<file path="src/rtl/pq15_pkg.sv">
package pq15_pkg;
   typedef enum logic {
      MODE_MUL = 1'b0,
      MODE_RED = 1'b1
   } pq15_mode_e;
endpackage

</file>
<file path="src/rtl/pq15_mul_lane.sv">
module pq15_mul_lane #(
   parameter int LANE_W = 16
) (
   input  logic [LANE_W-1:0] op_x,
   input  logic [LANE_W-1:0] op_y,
   output logic [LANE_W-1:0] lane_res,
   output logic              lane_sat
);
   localparam int PROD_W = 2 * LANE_W;
   localparam logic [LANE_W-1:0] MOST_NEG = {1'b1, {(LANE_W-1){1'b0}}};
   localparam logic [LANE_W-1:0] MOST_POS = {1'b0, {(LANE_W-1){1'b1}}};
   localparam logic [PROD_W-1:0] HALF_LSB = PROD_W'(1) << (LANE_W - 1);

   logic signed [PROD_W-1:0] prod;
   logic        [PROD_W-1:0] rounded;

   always_comb begin
      prod     = $signed(op_x) * $signed(op_y);
      rounded  = (PROD_W'(prod) << 1) + HALF_LSB;
      lane_sat = (op_x == MOST_NEG) && (op_y == MOST_NEG);
      lane_res = lane_sat ? MOST_POS : LANE_W'(rounded >> LANE_W);
   end
endmodule

</file>
<file path="src/rtl/pq15_red_lane.sv">
module pq15_red_lane #(
   parameter int LANE_W = 16
) (
   input  logic [2*LANE_W-1:0] word_in,
   output logic [LANE_W-1:0]   lane_res,
   output logic                lane_sat
);
   localparam int WORD_W = 2 * LANE_W;
   localparam logic [LANE_W-1:0] MOST_POS = {1'b0, {(LANE_W-1){1'b1}}};
   localparam logic [WORD_W-1:0] CLAMP_THR = {MOST_POS, MOST_POS} & ~(WORD_W'(1) << (LANE_W - 1));
   localparam logic [WORD_W:0]   HALF_LSB = (WORD_W+1)'(1) << (LANE_W - 1);

   logic [WORD_W:0] sum;

   always_comb begin
      sum      = {word_in[WORD_W-1], word_in} + HALF_LSB;
      lane_sat = $signed(word_in) > $signed(CLAMP_THR);
      lane_res = lane_sat ? MOST_POS : LANE_W'(sum >> LANE_W);
   end
endmodule

</file>
<file path="src/rtl/pq15_flag_reg.sv">
module pq15_flag_reg #(
   parameter int CTRL_W  = 32,
   parameter int MUL_BIT = 21,
   parameter int RED_BIT = 22
) (
   input  logic              clk,
   input  logic              rst_n,
   input  logic              set_mul,
   input  logic              set_red,
   input  logic              wr_en,
   input  logic [CTRL_W-1:0] wr_data,
   output logic [CTRL_W-1:0] flags
);
   localparam logic [CTRL_W-1:0] MUL_MASK  = CTRL_W'(1) << MUL_BIT;
   localparam logic [CTRL_W-1:0] RED_MASK  = CTRL_W'(1) << RED_BIT;
   localparam logic [CTRL_W-1:0] FLAG_MASK = MUL_MASK | RED_MASK;

   logic [CTRL_W-1:0] base;
   logic [CTRL_W-1:0] raise;

   always_comb begin
      base  = wr_en ? (wr_data & FLAG_MASK) : flags;
      raise = (set_mul ? MUL_MASK : '0) | (set_red ? RED_MASK : '0);
   end

   always_ff @(posedge clk) begin
      if (!rst_n) flags <= '0;
      else        flags <= base | raise;
   end

   // without a write, a set flag bit never drops
   a_r9_sticky: assert property (@(posedge clk) disable iff (!rst_n)
      !wr_en |=> ((flags & $past(flags)) == $past(flags)));
   // bits outside the two flags always read zero
   a_r10_unused_zero: assert property (@(posedge clk) disable iff (!rst_n)
      wr_en |=> ((flags & ~FLAG_MASK) == '0));
endmodule

</file>
<file path="src/rtl/pq15_rnd_unit.sv">
module pq15_rnd_unit
   import pq15_pkg::*;
#(
   parameter int LANE_W  = 16,
   parameter int CTRL_W  = 32,
   parameter int MUL_BIT = 21,
   parameter int RED_BIT = 22
) (
   input  logic                  clk,
   input  logic                  rst_n,
   input  logic                  in_valid,
   input  logic                  mode_sel,
   input  logic [2*LANE_W-1:0]   src_a,
   input  logic [2*LANE_W-1:0]   src_b,
   input  logic                  ctl_we,
   input  logic [CTRL_W-1:0]     ctl_wdata,
   output logic                  res_valid,
   output logic [2*LANE_W-1:0]   res_out,
   output logic [CTRL_W-1:0]     ovf_flags
);
   localparam int WORD_W = 2 * LANE_W;
   localparam int LANES  = 2;
   localparam logic [LANE_W-1:0] MOST_NEG = {1'b1, {(LANE_W-1){1'b0}}};
   localparam logic [LANE_W-1:0] MOST_POS = {1'b0, {(LANE_W-1){1'b1}}};

   generate
      if (LANE_W < 4) begin : g_bad_lane
         $error("LANE_W must be at least 4");
      end
      if (MUL_BIT >= CTRL_W || RED_BIT >= CTRL_W || MUL_BIT == RED_BIT) begin : g_bad_bits
         $error("flag bit positions must be distinct and inside CTRL_W");
      end
   endgenerate

   pq15_mode_e        mode;
   logic [WORD_W-1:0] mul_word;
   logic [WORD_W-1:0] red_word;
   logic [LANES-1:0]  mul_sat;
   logic [LANES-1:0]  red_sat;

   assign mode = pq15_mode_e'(mode_sel);

   genvar gi;
   generate
      for (gi = 0; gi < LANES; gi++) begin : g_lane
         pq15_mul_lane #(.LANE_W(LANE_W)) u_mul (
            .op_x     (src_a[gi*LANE_W +: LANE_W]),
            .op_y     (src_b[gi*LANE_W +: LANE_W]),
            .lane_res (mul_word[gi*LANE_W +: LANE_W]),
            .lane_sat (mul_sat[gi])
         );
         pq15_red_lane #(.LANE_W(LANE_W)) u_red (
            .word_in  ((gi == LANES-1) ? src_a : src_b),
            .lane_res (red_word[gi*LANE_W +: LANE_W]),
            .lane_sat (red_sat[gi])
         );
      end
   endgenerate

   logic set_mul;
   logic set_red;
   assign set_mul = in_valid && (mode == MODE_MUL) && (|mul_sat);
   assign set_red = in_valid && (mode == MODE_RED) && (|red_sat);

   always_ff @(posedge clk) begin
      if (!rst_n) begin
         res_valid <= 1'b0;
         res_out   <= '0;
      end else begin
         res_valid <= in_valid;
         if (in_valid) res_out <= (mode == MODE_RED) ? red_word : mul_word;
      end
   end

   pq15_flag_reg #(.CTRL_W(CTRL_W), .MUL_BIT(MUL_BIT), .RED_BIT(RED_BIT)) u_flags (
      .clk     (clk),
      .rst_n   (rst_n),
      .set_mul (set_mul),
      .set_red (set_red),
      .wr_en   (ctl_we),
      .wr_data (ctl_wdata),
      .flags   (ovf_flags)
   );

   // result strobe follows the input strobe by one cycle
   a_r8_valid_follows: assert property (@(posedge clk) disable iff (!rst_n)
      in_valid |=> res_valid);
   a_r8_valid_idle: assert property (@(posedge clk) disable iff (!rst_n)
      !in_valid |=> (!res_valid && $stable(res_out)));
   // both upper operands at the most negative value clamp and flag
   a_r2_mul_clamp: assert property (@(posedge clk) disable iff (!rst_n)
      (in_valid && !mode_sel && src_a[WORD_W-1 -: LANE_W] == MOST_NEG
       && src_b[WORD_W-1 -: LANE_W] == MOST_NEG)
      |=> (res_out[WORD_W-1 -: LANE_W] == MOST_POS && ovf_flags[MUL_BIT]));
   // reduce mode clamps a large positive first source and flags it
   a_r5_red_clamp: assert property (@(posedge clk) disable iff (!rst_n)
      (in_valid && mode_sel && !src_a[WORD_W-1]
       && src_a[WORD_W-2 -: LANE_W-1] == MOST_POS[LANE_W-2:0] && src_a[LANE_W-1])
      |=> (res_out[WORD_W-1 -: LANE_W] == MOST_POS && ovf_flags[RED_BIT]));
   // reduce mode never raises the multiply flag
   a_r6_red_no_mul_flag: assert property (@(posedge clk) disable iff (!rst_n)
      (mode_sel && !ctl_we && !ovf_flags[MUL_BIT]) |=> !ovf_flags[MUL_BIT]);
   // multiply mode never raises the reduce flag
   a_r3_mul_no_red_flag: assert property (@(posedge clk) disable iff (!rst_n)
      (!mode_sel && !ctl_we && !ovf_flags[RED_BIT]) |=> !ovf_flags[RED_BIT]);
endmodule

</file>
<file path="config.mk">
export PLATFORM = sky130hd
export DESIGN_NAME = pq15_rnd_unit
export DESIGN_NICKNAME = d
export VERILOG_FILES = /design/src/rtl/pq15_pkg.sv /design/src/rtl/pq15_mul_lane.sv /design/src/rtl/pq15_red_lane.sv /design/src/rtl/pq15_flag_reg.sv /design/src/rtl/pq15_rnd_unit.sv
export SDC_FILE = /design/constraint.sdc
export NUM_CORES = 1
export LEC_CHECK = 0
export BUFFER_PORTS_ARGS = -buffer_cell sky130_fd_sc_hd__buf_2
export CAP_MARGIN = 10
export CORE_MARGIN = 1
export CORE_UTILIZATION = 40
export CTS_CLUSTER_SIZE = 28
export DETAILED_ROUTE_END_ITERATION = 16
export PLACE_DENSITY = 0.57
export SLEW_MARGIN = 20
export SYNTH_ARGS = -nofsm -noshare
export SYNTH_HDL_FRONTEND = slang
export SYNTH_HIERARCHICAL = 1
export SYNTH_SLANG_ARGS = --single-unit
</file>
<file path="constraint.sdc">
create_clock -name clk -period 20 [get_ports clk]
set_clock_uncertainty 0.2 [all_clocks]
set_input_delay 4 -clock clk [delete_from_list [all_inputs] [get_ports clk]]
set_output_delay 4 -clock clk [all_outputs]
set_load 0.005 [all_outputs]
</file>
; Word-level counts from Yosys, hierarchy flattened
; Cells that the tools add are included.
; W data, S select, Z words.
[word_totals]
reg_bits = 65
inputBits = 101
out_inout_bits = 65
word_cells = 34
[op_classes]
addsub = 4
n_mul = 2
order_cmp = 2
eq_ne = 4
n_mux = 8
bitwise_logic = 3
n_reduce_logical = 8
[op_table]
columns = cell, count
row1 = $add A32 B16 Y32 const B, 2
row2 = $add A32 B17 Y32 const B, 2
row3 = $eq A16 B16 Y1 const B, 4
row4 = $gt A32 B32 Y1 const B, 2
row5 = $mux W16, 4
row6 = $mux W32, 2
row7 = $or A32 B32 Y32, 2
row8 = $mul A16 B16 Y31, 2
row9 = $mux W23, 1
row10 = $mux W22, 1
row11 = $logic_and A1 B1 Y1, 6
row12 = $reduce_or A2 Y1, 2
row13 = $not A1 Y1, 1

; Logic depth before layout (Yosys ltp)
; Gate-level depths: netlist of run 1.
[logic_depth]
ltp_word = 7
depth_mapped = 31
mapped_depth_nobuf = 29

; Cells and area by module
; Netlist of run 1, hierarchy kept.
[by_module_without_submodules]
columns = module, n_inst, cells_per_inst, area_per_inst_um2, seq_area_each_um2
row1 = pq15_mul_lane (g_lane[0].u_mul), 1, 1246, 10637.7, 0.0
row2 = pq15_mul_lane (g_lane[1].u_mul), 1, 1155, 10263.6, 0.0
row3 = pq15_rnd_unit, 1, 147, 1443.9, 660.6
row4 = pq15_red_lane, 2, 71, 430.4, 0.0
row5 = pq15_flag_reg, 1, 37, 306.5, 40.0

; Worst setup path after synthesis of run 1
; No wires, ideal clock.
[synth_path]
kind = input to register
from = input src_b[1]
to = register res_out[11]
setup_time_ns = 0.122
arrival_time_ns = 10.740
required_time_ns = 19.678
slack_ns = 8.939
path_stages = 27
path_buffers = 3
cell_sequence = buf_2 > clkbuf_1 > nand2_1 > inv_1 > fa_1 > inv_1 > fa_1 > inv_1 > fa_1 > fa_1 > fa_1 > inv_1 > fa_1 > inv_1 > ha_1 > clkbuf_1 > a21o_1 > o21bai_1 > mux2i_1 > o211ai_1 > a211oi_1 > and4_1 > and4_1 > mux2_1 > and3_1 > mux2i_1 > a21oi_1
[synth_between]
elab_chain_len = 4
word_cells_on_any_way = 9
classes_between = 2 x add/sub / 1 x mul / 1 x order compare / 1 x eq/ne / 3 x mux / 1 x reduce/logical
[synth_lines]
columns = element, line
row1 = "start, declared", pq15_rnd_unit.sv:14  ; input logic [2*LANE_W-1:0] src_b,
row2 = $mul A16 B16 Y31 or $eq A16 B16 Y1 (tied branches), "pq15_mul_lane.sv:18, pq15_mul_lane.sv:20"
row3 = $add A32 B16 Y32 or $logic_and A1 B1 Y1 (tied branches), "pq15_mul_lane.sv:19, pq15_mul_lane.sv:20"
row4 = $mux W16 *, pq15_mul_lane.sv:21  ; lane_res = lane_sat ? MOST_POS : LANE_W'(rounded >> LANE_W);
row5 = named net mul_word[11], pq15_rnd_unit.sv:36  ; logic [WORD_W-1:0] mul_word;
row6 = $mux W32 *, pq15_rnd_unit.sv:71  ; if (in_valid) res_out <= (mode == MODE_RED) ? red_word : mul_word;
row7 = "end signal, assigned", pq15_rnd_unit.sv:71
row8 = "end, declared", pq15_rnd_unit.sv:18  ; output logic [2*LANE_W-1:0] res_out,
; Mark *: on every way through the listed nets, which the timed path passes. The rest lies on a longest branch.
; A chain may end at the register's enable or synchronous reset.

; Final worst setup path of run 1
[layout_path]
from = input src_a[15]
to = register res_out[11]
[layout_between]
elab_chain_len = 4
word_cells_on_any_way = 6
classes_between = 1 x add/sub / 1 x mul / 1 x eq/ne / 2 x mux / 1 x reduce/logical
[layout_lines]
columns = element, line
row1 = "start, declared", pq15_rnd_unit.sv:13  ; input logic [2*LANE_W-1:0] src_a,
row2 = $mul A16 B16 Y31 or $eq A16 B16 Y1 (tied branches), "pq15_mul_lane.sv:18, pq15_mul_lane.sv:20"
row3 = $add A32 B16 Y32 or $logic_and A1 B1 Y1 (tied branches), "pq15_mul_lane.sv:19, pq15_mul_lane.sv:20"
row4 = $mux W16 *, pq15_mul_lane.sv:21
row5 = named net mul_word[11], pq15_rnd_unit.sv:36
row6 = $mux W32 *, pq15_rnd_unit.sv:71
; Marks and branches as above.

==> impl_metrics.yaml, run 1 <==
flow_run:
  drv_cap: 0
cells_and_area:
  drive_above_1_share: 0.05772
  register_area_sq_um: 700.7
  n_fill_cell: 5850
  finalInstanceArea_sq_um: 24530
  finalNonFillerCells: 3487
  syn_to_final_growth_pct: 4.342
  nets: 3488
  multi_input_area_sq_um: 19880
setup_path:
  reg2reg_from: "u_flags/flags[22]"
  crit_top_cell: "fa_1"
  crit-reg2reg-capture: "u_flags/flags[22]"
  crit_path_max_incr_delay_ns: 0.55
  cp-start-kind: "primary input"
  cp.depth: 25
  path_delay_family: "adder cells"
  critPathBufInv: 6
  cp.arrival_ns: 11.52
  cp_slowest_cell: "fa_1"
  cp_max_fo: 23
  crit_type: "in2reg"
  reg2reg_slack_ns: 18.94
  endpoint: "res_out[11]"
  critical_path_required_ns: 19.93
  critPathLaunch: "src_a[15]"
  worst_setup_path_end_kind: "register"
  reg2regPathDepth: 2
yosys:
  synth-seq-cells: 35
  ys.flop_type: "dfxtp_1"
  yosysTopAreaCell: "fa_1"
  synth_area_sq_um: 23510
  ys_top_cells_by_area: "fa_1 (43%), inv_1 (9.7%), ha_1 (8.4%)"
  synth_top_area_share: 0.4342
  yosys-top-cells-count: "inv_1 (610), fa_1 (510), nand2_1 (320), and2_1 (252), ha_1 (158)"
  synth_area_per_cell_sq_um: 8.622
  yosysMostFrequentCell: "inv_1"
  synth_cells: 2727
  yosysUniqueCellTypes: 94
  ys_warn_count: 6
  synth-edff-count: 0
  synthArstFlopShare: 0
  yosysSeqAreaShare: 0.02980
place:
  dp_cells: 3477
  gp_congestion: 0.8712
  port_buffers: 105
  hpwl_microns: 49410
  dpl-instance-area_sq_um: 24350
cts:
  clock_sinks: 35
  cts_buffer_depth: 2
  clkTransAtPathRegs_ns: 0.07
  cts_root_buffer: "clkbuf_16"
  cts_resized: 0
  cts.htree.levels: 2
  hold_buffers: 0
  cts_setup_buffers: 0
  cts_buffers: 5
  clk_latency_ns: 0.29
  cts_tree: "built"
hold_path:
  hold_path_depth: 2
  hold_class: "reg2reg"
  hp-start: "res_out[5]"
grt:
  grt_overflow: 0
  grt_max_degree: 68
  antenna_found_initial: 0
  grt_pass1_vias: 19340
  grt_first_pass_wirelength_microns: 104300
  grt_usage: 0.2203
timing:
  tightestPinTransition_ns: 1.047
  min_period_over_period: 0.5798
  fin_crit_ns: 11.60
  setup-tns-final_ns: 0
  rsz0062_at_grt: "false"
  setup_viol: 0
  finalMaxSlewViolations: 0
  maxSlewHeadroom: 0.3021
  fmaxAchievable_mhz: 86.23
  hold_viol_final: 0
floorplanning:
  initial_core_util: 0.4060
  rows: 88
  core_area_sq_um: 57920
  die_x_microns: 244.5
  die_area_sq_um: 59760
  fp.dieH_microns: 244.5
  ios: 166
detailed_routing:
  ant_nets: 0
  viasPerCell: 5.228
  drtIter0Drc: 964
  via_count: 18230
  drc_errors: 0
  drt_pass1_iterations: 5
  wl_per_cell_microns: 18.11
  finalWirelength_microns: 63140
outcome:
  status: "finished, final reports clean"
-- registers in the layout, summed over array words and instances, names as in the netlist --
signal	flops
u_flags/flags	2
res_valid	1
res_out	32
-- worst min-delay path, cell delays in order, from the launching register on --
cell	delay (ns)
dfxtp_1	0.33
o21ai_0	0.07
a21oi_1	0.10
-- metal layers --
| metal | vias up | wire length, microns | track usage |
|---|---|---|---|
| li1 | 8290 | - | - |
| met5 | - | 0 | 0 |
| met3 | 75 | 2820 | 0.01569 |
| met2 | 482 | 30430 | 0.3744 |
| met4 | 0 | 1268 | 0.04246 |
| met1 | 9382 | 28620 | 0.3091 |
-- area by class of cell --
cell class	count	area share
clock inverters	3	0.001887
well taps	765	0.03901
repair buffers	105	0.02142
clock buffers	5	0.005100
flip-flops and latches	35	0.02856
diodes	2	0.0002040
inverters	610	0.09333
multi-input cells	1962	0.8105
-- through the flow --
step	worst slack, ns	hold WS (ns)	utilization
after floorplan	8.939	0.3140	-
after global placement	8.157	0.3109	0.4205
after detailed placement	8.123	0.3176	0.4205
after CTS	8.379	0.3425	0.4234
after global routing	7.840	0.3659	0.4235
final	8.404	0.3390	0.4236
-- cell usage in the layout (no fill, tap or decap), types with 30 or more instances in the layout --
cell	netlist	final
dfxtp_1	35	35
xnor2_1	66	66
o21ai_0	66	66
a21oi_1	79	79
conb_1	1	30
inv_1	610	610
and2_1	252	252
nand2_1	320	320
buf_2	12	105
mux2i_1	36	36
fa_1	510	510
ha_1	158	158
nor2_1	74	74
nand3_1	31	31
nand4_1	31	31
-- kinds of logic after synthesis --
group / after synthesis / synth area share
buffers and inverters: 759 / 0.1297
other: 1 / 0.0001595
muxes: 40 / 0.01740
adders and majority gates: 668 / 0.5183
AOI/OAI and AO/OA: 272 / 0.07690
xor gates and xnor gates: 88 / 0.03310
and+or+nand+nor: 864 / 0.1947
DFF: 35 / 0.02980
-- worst min path at each step --
stage,to
floorplan,res_out[23]
global route,res_out[15]
global placement,res_out[16]
detailed placement,res_out[7]
CTS,res_out[7]
finish,res_out[5]
Power of run 1 is left out: the tool's default activity adds up to more than one toggle a clock period on the data nets, which glitch-free logic cannot reach.
==> run 2: changes to the inputs <==
--- a/config.mk
+++ b/config.mk
@@ -11,7 +11,7 @@
 export CORE_UTILIZATION = 40
 export CTS_CLUSTER_SIZE = 28
 export DETAILED_ROUTE_END_ITERATION = 16
-export PLACE_DENSITY = 0.57
+export PLACE_DENSITY = 0.59
 export SLEW_MARGIN = 20
 export SYNTH_ARGS = -nofsm -noshare
 export SYNTH_HDL_FRONTEND = slang
==> constraint.sdc (replaced) <==
create_clock -name clk -period 9.5 [get_ports clk]
set_clock_uncertainty 0.2 [all_clocks]
set_input_delay 1.9 -clock clk [delete_from_list [all_inputs] [get_ports clk]]
set_output_delay 1.9 -clock clk [all_outputs]
set_load 0.005 [all_outputs]
==> run 2 against run 1 <==
First-iteration DRC count rose by 15%. Critical path depth unchanged. Final cell count grew 2.2%. Sequential share of layout area shrank 0.066 points. Global-route usage up 0.70 points. Non-clock buffer count increased by 79. Via count up 2.0%. Die area stayed put. Core utilization grew 1.0 points.
==> impl_metrics.yaml, run 2 (synthesis gave the netlist of run 1 again) <==
outcome:
  status: "finished, final reports clean"
floorplanning:
  rows: 88
  die_x_microns: 244.5
  die_area_sq_um: 59760
  fp.dieH_microns: 244.5
  initial_core_util: 0.4060
  ios: 166
  core_area_sq_um: 57920
grt:
  grt_usage: 0.2273
  grt_pass1_vias: 19910
  antenna_found_initial: 4
  grt_overflow: 0
  grt_first_pass_wirelength_microns: 107400
  grt_max_degree: 68
cells_and_area:
  final_common_cell: "inv_1"
  nets: 3567
  n_fill_cell: 5867
  drive_above_1_share: 0.08360
  layout_common_cells: "inv_1 (610), fa_1 (510), nand2_1 (320), and2_1 (252), ha_1 (158)"
  multi_input_area_sq_um: 19870
  regMostFlops: "res_out"
  reg_top3: "res_out (32), u_flags/flags (2), res_valid (1)"
  syn_to_final_growth_pct: 6.801
  largest_register_ffs: 32
  register_area_sq_um: 700.7
place:
  port_buffers: 105
  gp_congestion: 0.9144
  hpwl_microns: 53280
detailed_routing:
  finalWirelength_microns: 64460
  wl_met3_microns: 3328
  wl_met2_microns: 30700
  via_count: 18590
  viasPerCell: 5.215
  drc_errors: 0
  wl_per_cell_microns: 18.08
  ant_nets: 0
  drtIter0Drc: 1110
  drt_pass1_iterations: 5
  maxUsedRoutingLayer: "met5"
  m1WireLength_microns: 28720
cts:
  clkTransAtPathRegs_ns: 0.06
  cts_setup_buffers: 0
  hold_buffers: 0
  cts_tree: "built"
  cts_root_buffer: "clkbuf_16"
  cts_resized: 0
  cts_buffers: 5
  clk_latency_ns: 0.28
  cts.htree.levels: 2
  clock_sinks: 35
  cts_buffer_depth: 2
timing:
  fmaxAchievable_mhz: 109.7
  rsz0062_at_grt: "false"
  tightestPinTransition_ns: 1.017
  maxSlewHeadroom: 0.3217
  hold_viol_final: 0
  setup-tns-final_ns: 0
  fin_crit_ns: 9.117
  setup_viol: 0
  min_period_over_period: 0.9597
  finalMaxSlewViolations: 0
setup_path:
  cp_max_fo: 18
  cp.arrival_ns: 9.04
  reg2reg_slack_ns: 8.45
  worst_setup_path_end_kind: "register"
  critical_path_required_ns: 9.42
  crit_type: "in2reg"
  cp-start-kind: "primary input"
flow_run:
  drv_cap: 0
hold_path:
  hold_class: "reg2reg"
## run 2: critical path, stage by stage
cell and delay (ns):
buf_2 0.25, and2_1 0.25, fa_1 0.53, inv_1 0.06
fa_1 0.56, fa_1 0.44, fa_1 0.49, inv_1 0.06
fa_1 0.53, inv_1 0.06, fa_1 0.57, inv_1 0.05
ha_1 0.33, a21oi_1 0.21, o21ai_0 0.19, a31oi_1 0.46
nand3_1 0.27, o21ai_0 0.38, a2111oi_0 0.16, a211oi_1 0.40
and4b_1 0.28, nand2_1 0.08, mux2_4 0.30, mux2i_1 0.12
a21oi_1 0.09
## run 2: worst paths after layout
kind,depth (start not counted),startpoint,to
worst max-delay path,25,src_b[6],res_out[14]
worst min-delay path,2,res_out[9],res_out[9]
worst max register to register,2,u_flags/flags[22],u_flags/flags[22]
worst min register to register,2,res_out[9],res_out[9]
## run 2: through the flow
stage	utilization	std cells	hold slack, ns	setup WS (ns)	cell area [sq um]
floorplan	-	2756	0.3140	0.5387	23620
global route	0.4336	3565	0.3602	0.01566	25110
CTS	0.4335	3564	0.3380	0.4508	25110
global placement	0.4306	3556	0.3154	0.2152	24940
detailed placement	0.4306	3556	0.3149	0.1748	24940
finish	0.4336	3565	0.3303	0.3829	25110
## run 2: metal layers
layer | global-route usage | up-vias
met2 | 0.3806 | 543
li1 | - | 8430
met5 | 0 | -
met4 | 0.05607 | 4
met3 | 0.01767 | 98
met1 | 0.3181 | 9517
## run 2: layout make-up
type,count,share of cell area
Multi-Input combinational cell,1962,0.7913
Inverter,610,0.09118
Timing Repair Buffer,184,0.04454
Tap cell,765,0.03812
Sequential cell,35,0.02790
Clock buffer,5,0.004983
Clock inverter,3,0.001844
Antenna cell,1,0.00009965
Power of run 2 is left out for the same reason.
